--- config.mk ---
export PLATFORM = sky130hd
export DESIGN_NAME = reaction_timer
export DESIGN_NICKNAME = d
export VERILOG_FILES = /design/src/rtl/rt_pkg.sv /design/src/rtl/rt_lfsr.sv /design/src/rtl/rt_delay.sv /design/src/rtl/rt_bcd.sv /design/src/rtl/reaction_timer.sv
export SDC_FILE = /design/constraint.sdc
export NUM_CORES = 1
export LEC_CHECK = 0
export BUFFER_PORTS_ARGS = -buffer_cell sky130_fd_sc_hd__buf_2
export CORE_UTILIZATION = 44
export CTS_BUF_LIST = sky130_fd_sc_hd__clkbuf_4
export DETAILED_ROUTE_END_ITERATION = 8
export GPL_ROUTABILITY_DRIVEN = 0
export PLACE_DENSITY = 0.74
export SYNTH_ARGS = -nofsm -noshare
export SYNTH_HDL_FRONTEND = slang
export SYNTH_HIERARCHICAL = 1
export SYNTH_SLANG_ARGS = --single-unit
export TNS_END_PERCENT = 20
--- constraint.sdc ---
create_clock -name clk -period 2 [get_ports clk]
set_input_delay 0.3 -clock clk [delete_from_list [all_inputs] [get_ports clk]]
set_output_delay 0.3 -clock clk [all_outputs]
set_load 0.02 [all_outputs]
--- src/rtl/rt_pkg.sv ---
package rt_pkg;
    localparam int NUM_DIGITS = 4;
    localparam logic [1:0] MODE_REACT = 2'b10;

    typedef enum logic [1:0] {
        ST_IDLE  = 2'd0,
        ST_WAIT  = 2'd1,
        ST_COUNT = 2'd2,
        ST_STOP  = 2'd3
    } rt_state_e;

    typedef struct packed {
        rt_state_e st;
        logic      led;
        logic      fs;
    } rt_ctl_t;
endpackage

--- src/rtl/rt_lfsr.sv ---
module rt_lfsr #(
    parameter int          W    = 16,
    parameter logic [W-1:0] TAPS = 16'hB400,
    parameter logic [W-1:0] SEED = 16'hACE1
) (
    input  logic         clk,
    input  logic         rst,
    output logic [W-1:0] q
);
    logic [W-1:0] sr_d, sr_q;

    always_comb begin
        sr_d = {sr_q[W-2:0], ^(sr_q & TAPS)};
    end

    always_ff @(posedge clk or posedge rst) begin
        if (rst) sr_q <= SEED;
        else     sr_q <= sr_d;
    end

    assign q = sr_q;


    lfsr_nonzero_chk: assert property (@(posedge clk) disable iff (rst) sr_q != '0);
endmodule

--- src/rtl/rt_delay.sv ---
module rt_delay #(
    parameter int W = 17
) (
    input  logic         clk,
    input  logic         rst,
    input  logic         load,
    input  logic [W-1:0] load_val,
    input  logic         run,
    output logic         last
);
    logic [W-1:0] rem_d, rem_q;

    always_comb begin
        rem_d = rem_q;
        if (load)
            rem_d = load_val;
        else if (run && rem_q > W'(1))
            rem_d = rem_q - W'(1);
    end

    always_ff @(posedge clk or posedge rst) begin
        if (rst) rem_q <= '0;
        else     rem_q <= rem_d;
    end

    assign last = (rem_q == W'(1));


    delay_nonzero_chk: assert property (@(posedge clk) disable iff (rst) load |-> load_val != '0);
endmodule

--- src/rtl/rt_bcd.sv ---
module rt_bcd #(
    parameter int NDIG = 4
) (
    input  logic              clk,
    input  logic              rst,
    input  logic              clr,
    input  logic              inc,
    output logic [NDIG*4-1:0] digs
);
    logic [NDIG:0] carry;
    assign carry[0] = inc;

    for (genvar i = 0; i < NDIG; i++) begin : g_dig
        logic [3:0] d_d, d_q;

        assign carry[i+1] = carry[i] && (d_q == 4'd9);

        always_comb begin
            d_d = d_q;
            if (clr)
                d_d = 4'd0;
            else if (carry[i])
                d_d = (d_q == 4'd9) ? 4'd0 : d_q + 4'd1;
        end

        always_ff @(posedge clk or posedge rst) begin
            if (rst) d_q <= 4'd0;
            else     d_q <= d_d;
        end

        assign digs[i*4 +: 4] = d_q;


        digit_range_chk: assert property (@(posedge clk) disable iff (rst) d_q <= 4'd9);
    end
endmodule

--- src/rtl/reaction_timer.sv ---
module reaction_timer
    import rt_pkg::*;
#(
    parameter int RANDOM_EN   = 0,
    parameter int FIXED_DELAY = 50000,
    parameter int MIN_DELAY   = 1000,
    parameter int RAND_BITS   = 16
) (
    input  logic       clk,
    input  logic       rst,
    input  logic [1:0] mode,
    input  logic       start,
    input  logic       stop,
    input  logic       tick,
    output logic       led,
    output logic       false_start,
    output logic [3:0] dig0,
    output logic [3:0] dig1,
    output logic [3:0] dig2,
    output logic [3:0] dig3
);
    localparam int RAND_SPAN = (1 << RAND_BITS) - 1;
    localparam int LONGEST   = (FIXED_DELAY > MIN_DELAY + RAND_SPAN) ?
                               FIXED_DELAY : MIN_DELAY + RAND_SPAN;
    localparam int DLY_W     = $clog2(LONGEST + 1);

    rt_ctl_t ctl_d, ctl_q;
    logic load, clr, inc, dly_last;
    logic [DLY_W-1:0] dly_len;
    logic [NUM_DIGITS*4-1:0] digs;

    if (RANDOM_EN != 0) begin : g_rand
        logic [15:0] lfsr_q;
        rt_lfsr #(.W(16)) u_lfsr (.clk(clk), .rst(rst), .q(lfsr_q));
        assign dly_len = DLY_W'(MIN_DELAY) + DLY_W'(lfsr_q[RAND_BITS-1:0]);
    end else begin : g_fixed
        assign dly_len = DLY_W'(FIXED_DELAY);
    end

    rt_delay #(.W(DLY_W)) u_delay (
        .clk(clk), .rst(rst), .load(load), .load_val(dly_len),
        .run(ctl_q.st == ST_WAIT), .last(dly_last)
    );

    rt_bcd #(.NDIG(NUM_DIGITS)) u_bcd (
        .clk(clk), .rst(rst), .clr(clr), .inc(inc), .digs(digs)
    );

    always_comb begin
        ctl_d    = ctl_q;
        ctl_d.fs = 1'b0;
        load     = 1'b0;
        clr      = 1'b0;
        inc      = 1'b0;
        case (ctl_q.st)
            ST_IDLE, ST_STOP: begin
                if (start && mode == MODE_REACT) begin
                    ctl_d.st  = ST_WAIT;
                    ctl_d.led = 1'b0;
                    load      = 1'b1;
                    clr       = 1'b1;
                end
            end
            ST_WAIT: begin
                if (stop) begin
                    ctl_d.st = ST_IDLE;
                    ctl_d.fs = 1'b1;
                end else if (dly_last) begin
                    ctl_d.st  = ST_COUNT;
                    ctl_d.led = 1'b1;
                end
            end
            ST_COUNT: begin
                if (stop)      ctl_d.st = ST_STOP;
                else if (tick) inc = 1'b1;
            end
            default: ctl_d.st = ST_IDLE;
        endcase
    end

    always_ff @(posedge clk or posedge rst) begin
        if (rst) ctl_q <= '{st: ST_IDLE, led: 1'b0, fs: 1'b0};
        else     ctl_q <= ctl_d;
    end

    assign led         = ctl_q.led;
    assign false_start = ctl_q.fs;
    assign dig0        = digs[3:0];
    assign dig1        = digs[7:4];
    assign dig2        = digs[11:8];
    assign dig3        = digs[15:12];


    led_rise_chk: assert property (@(posedge clk) disable iff (rst)
        $rose(ctl_q.led) |-> $past(ctl_q.st == ST_WAIT));

    false_start_chk: assert property (@(posedge clk) disable iff (rst)
        ctl_q.fs |-> (!ctl_q.led && digs == '0 && ctl_q.st == ST_IDLE));

    frozen_chk: assert property (@(posedge clk) disable iff (rst)
        (ctl_q.st == ST_STOP && $past(ctl_q.st == ST_STOP)) |-> $stable(digs));

    mode_gate_chk: assert property (@(posedge clk) disable iff (rst)
        (start && mode != MODE_REACT && ctl_q.st == ST_IDLE) |=> ctl_q.st == ST_IDLE);
endmodule

==> results by stage <==
Status:
- The flow ran to the end, but the final reports show violations.
- The final reports fail on negative setup slack.

Placed design:
- Summing all placed instances gives a cell area of 2820 um2.
- Port buffering added 24 buffers.
- Detailed placement ended at an HPWL of 3690 um.

STA:
- The slack of the critical path is -0.0244 ns.
- Counting I/O delays and the setup requirement, the final critical path takes 2.02 ns.
- The minimum hold slack is 0.293 ns.
- The final critical path takes up 101% of the cycle.
- The count of pins over their slew limit is 0.
- The hold violation count in the final report is 0.
- The worst-case headroom to the max-slew limit is 51.9%.
- Setup repair after global routing could not meet its margin everywhere.
- Setup violations remaining at the end of the flow were counted as 1.
- The maximum operating frequency is 494 MHz.
- The slew of the pin with the lowest slew margin is 0.721 ns.
- The worst clock skew is 0.0115 ns.

Power and ir drop:
- The post-route total power is 0.00313 W.
- The maximum ir drop on the vdd rail is 0.000463 V.
- The leakage component of the power is 1.31 nW.
- The power density of the placed cells is 1050 nW/um2.

Clocking:
- The worst-case clock buffer depth is 2.
- The number of buffers created by CTS is 5.
- The cell chosen for the clock root is sky130_fd_sc_hd__clkbuf_4.
- The later pin in the worst-skew pair is clocked with a latency of 0.33 ns.
- TritonCTS built the clock tree.
- The number of levels the H-tree was split into is 2.
- The register clock-pin slew on the reported worst setup and hold paths is 0.11 ns.
- Clock tree synthesis found a total of 37 sinks.

Global routing:
- Entering global routing, the biggest net connects 19 pins.
- The wire length of the first global-routing pass is 8000 um.
- The total overflow left after global routing is 0.
- Global routing consumed, on the met3 layer, 3.97% of the routing resources.
- The busiest layer in global routing is met2.
- The number of global-route vias before repair is 1779.
- The routing usage on met1 is 25.9%.
- Global routing consumed, over all layers together, 18.5% of the routing resources.
- The met2 demand-to-capacity share in global routing is 28.4%.
- The initial antenna violation count is 0.

Layout:
- The post-route netlist has 31.5% of its cells at a drive strength greater than 1.
- The area taken by flip-flops and latches is 931 um2.
- The number of antenna cells inserted is 0.
- Summing all multi-input logic gate instances after layout gives 1470 um2.
- The final cell area excluding filler cells is 2980 um2.
- The share of the core filled with cells in the final layout is 57.9%.
- The count of fill cells added during filler insertion is 462.
- Relative to the synthesized area, the layout overhead comes to 25.7%.
- The final layout net count is 340.

Yosys:
- The synthesized area is 2370 um2.
- Counting flops with a built-in enable in the synthesized netlist gives 0.
- The Yosys warning count is 6.
- The top cell type by area accounts for 39.1% of the synthesized area.
- The register bit count reported by yosys is 37.
- The synthesized netlist contains 65 unique library cells.
- The cell count after synthesis came out at 253.
- The sequential-to-total area share from yosys stat is 39.1%.
- The average instance in the mapped netlist occupies 9.36 um2.
- For this run, the leading register cell type out of synthesis is sky130_fd_sc_hd__dfrtp_1.
- By instance count, the leading cell after synthesis is sky130_fd_sc_hd__dfrtp_1.
- Ranked by instance count, the synthesized netlist is headed by 37 x sky130_fd_sc_hd__dfrtp_1, 24 x sky130_fd_sc_hd__nor2_1, 20 x sky130_fd_sc_hd__nand2_1.
- The cell type with the highest aggregate area in the netlist is sky130_fd_sc_hd__dfrtp_1.
- Ranked by total cell area, the synthesized netlist is headed by sky130_fd_sc_hd__dfrtp_1 39%, sky130_fd_sc_hd__ha_1 5.3%, sky130_fd_sc_hd__nor2_1 3.8%.
- After synthesis, the share of flip-flops with an asynchronous set or reset is 100%.

Detailed routing:
- The final wirelength is 5200 um.
- The via density per instance is 5.31.
- The detail route stage leaves a number of antenna-violating nets equal to 0.
- The DRC marker count from the first detailed-route iteration is 118.
- For this block, the via count after detailed routing is 2091.
- Dividing the detail-routed wire length by the instance count gives 13.2 um.
- The first detailed-routing pass ran for 4 iterations.
- After detailed routing, the number of remaining DRC violations is 0.

Floorplan:
- The floorplan die width is 75.4 um.
- The floorplan core area is 5140 um2.
- The number of ports placed on the die boundary is 25.
- The overall die height is 75.4 um.
- Row generation in the floorplan step produced 26 rows.
- Once the floorplan was initialized, standard cells occupied 46.1% of the core.
- The total die area is 5680 um2.

Setup path:
- The worst endpoint data arrival time is 2.26 ns.
- For the worst setup path, the data required time is 2.23 ns.
- The worst setup path is of the flip-flop to flip-flop kind.
- The category of the worst setup path capture point is a flip-flop.
- The startpoint type of the worst setup path is a flip-flop.
- Of all nets on the critical path, the largest fanout is 4.

Worst hold path:
- The path type of the worst min-delay path is input port to flip-flop.

Run:
- The max-capacitance violation count is 0.
## timing repair
action / 4_1_cts / 5_1_grt
hold buffers: 1 / 0
hold endpoints to repair: 4 / 0
gates resized for setup: 3 / 22
setup endpoints to repair: 5 / 25
pin swaps: 1 / 8
buffers inserted: 0 / 3
## report_power, final
group	switching, W	leakage, nW	internal (W)
clock	0.000237	0.0300	0.000127
combinational	0.000710	0.814	0.000732
sequential	0.000347	0.467	0.000973
total	0.00129	1.31	0.00183
## through the flow
step                      setup TNS (ns)  setup WS (ns)  cells
after detailed placement         -0.0724        -0.0410    382
after CTS                        -0.0277        -0.0277    391
after global placement           -0.0223        -0.0223    382
after global routing              -0.579        -0.0973    394
final                            -0.0244        -0.0244    394
after floorplan                  -0.0386        -0.0386    268
## final cells by class
type	count	area share, %
clock buffer	5	1.26
clock inverter	3	0.420
inverter	17	2.14
multi-input combinational	205	49.5
sequential	37	31.3
tap	70	2.94
timing repair buffer	57	12.4
## worst max-delay path, stage by stage, from the launching register on
cell	delay, ns
sky130_fd_sc_hd__dfrtp_2	0.47
sky130_fd_sc_hd__inv_2	0.09
sky130_fd_sc_hd__ha_4	0.14
sky130_fd_sc_hd__or3b_4	0.40
sky130_fd_sc_hd__nor3_4	0.22
sky130_fd_sc_hd__nand3_2	0.10
sky130_fd_sc_hd__o31a_1	0.25
sky130_fd_sc_hd__o31a_1	0.27
## placed cells by master, fill, tap and decap left out, types with 5 or more instances in the layout
master,Yosys,final
sky130_fd_sc_hd__a21oi_1,7,7
sky130_fd_sc_hd__a31oi_1,6,6
sky130_fd_sc_hd__buf_2,1,24
sky130_fd_sc_hd__buf_4,1,32
sky130_fd_sc_hd__clkbuf_4,0,5
sky130_fd_sc_hd__conb_1,2,17
sky130_fd_sc_hd__dfrtp_1,37,33
sky130_fd_sc_hd__ha_1,10,8
sky130_fd_sc_hd__inv_1,17,14
sky130_fd_sc_hd__nand2_1,20,20
sky130_fd_sc_hd__nand3_1,13,12
sky130_fd_sc_hd__nand4_1,5,5
sky130_fd_sc_hd__nor2_1,24,21
sky130_fd_sc_hd__o21ai_0,12,11
sky130_fd_sc_hd__o311ai_1,3,5
sky130_fd_sc_hd__or2_2,5,5
sky130_fd_sc_hd__xnor2_1,5,5
## per-layer routing
layer / up-vias / share of wire, % / wire length (um)
met5: - / 0 / 0
met4: 0 / 0.71 / 37
met3: 2 / 2.3 / 118
met2: 23 / 48 / 2500
met1: 1009 / 49 / 2550
li1: 1057 / - / -
## cells by family (layout without fill, tap and decap cells)
logic type / after synthesis / count (layout) / share of synthesized area, %
adder cells (fa/ha/maj): 10 / 10 / 5.28
buffers and inverters: 26 / 82 / 4.65
AO/OA/AOI/OAI: 57 / 57 / 17.5
other: 2 / 17 / 0.317
AND/OR/NAND/NOR: 108 / 108 / 28.2
flip-flops: 37 / 37 / 39.1
XOR/XNOR: 9 / 9 / 3.33
multiplexers: 4 / 4 / 1.69
## path summary, 6_finish.rpt
kind | startpoint | end | slack, ns | cells past startpoint
max reg2reg | u_delay/rem_q[0] | u_delay/rem_q[14] | -0.02 | 7
min in group asynchronous | rst | ctl_q[2] | 0.41 | 3
max in group asynchronous | rst | u_delay/rem_q[2] | 0.87 | 3
min reg2reg | led | led | 0.51 | 2
min | stop | false_start | 0.29 | 2
max | u_delay/rem_q[0] | u_delay/rem_q[14] | -0.02 | 7
## flip-flops by register name, summed over array words and instances (netlist names)
name             cells
u_delay/rem_q       17
u_bcd/g_dig.d_q     16
ctl_q                2
false_start          1
led                  1
Note: power is estimated with default switching activity, not from simulation.
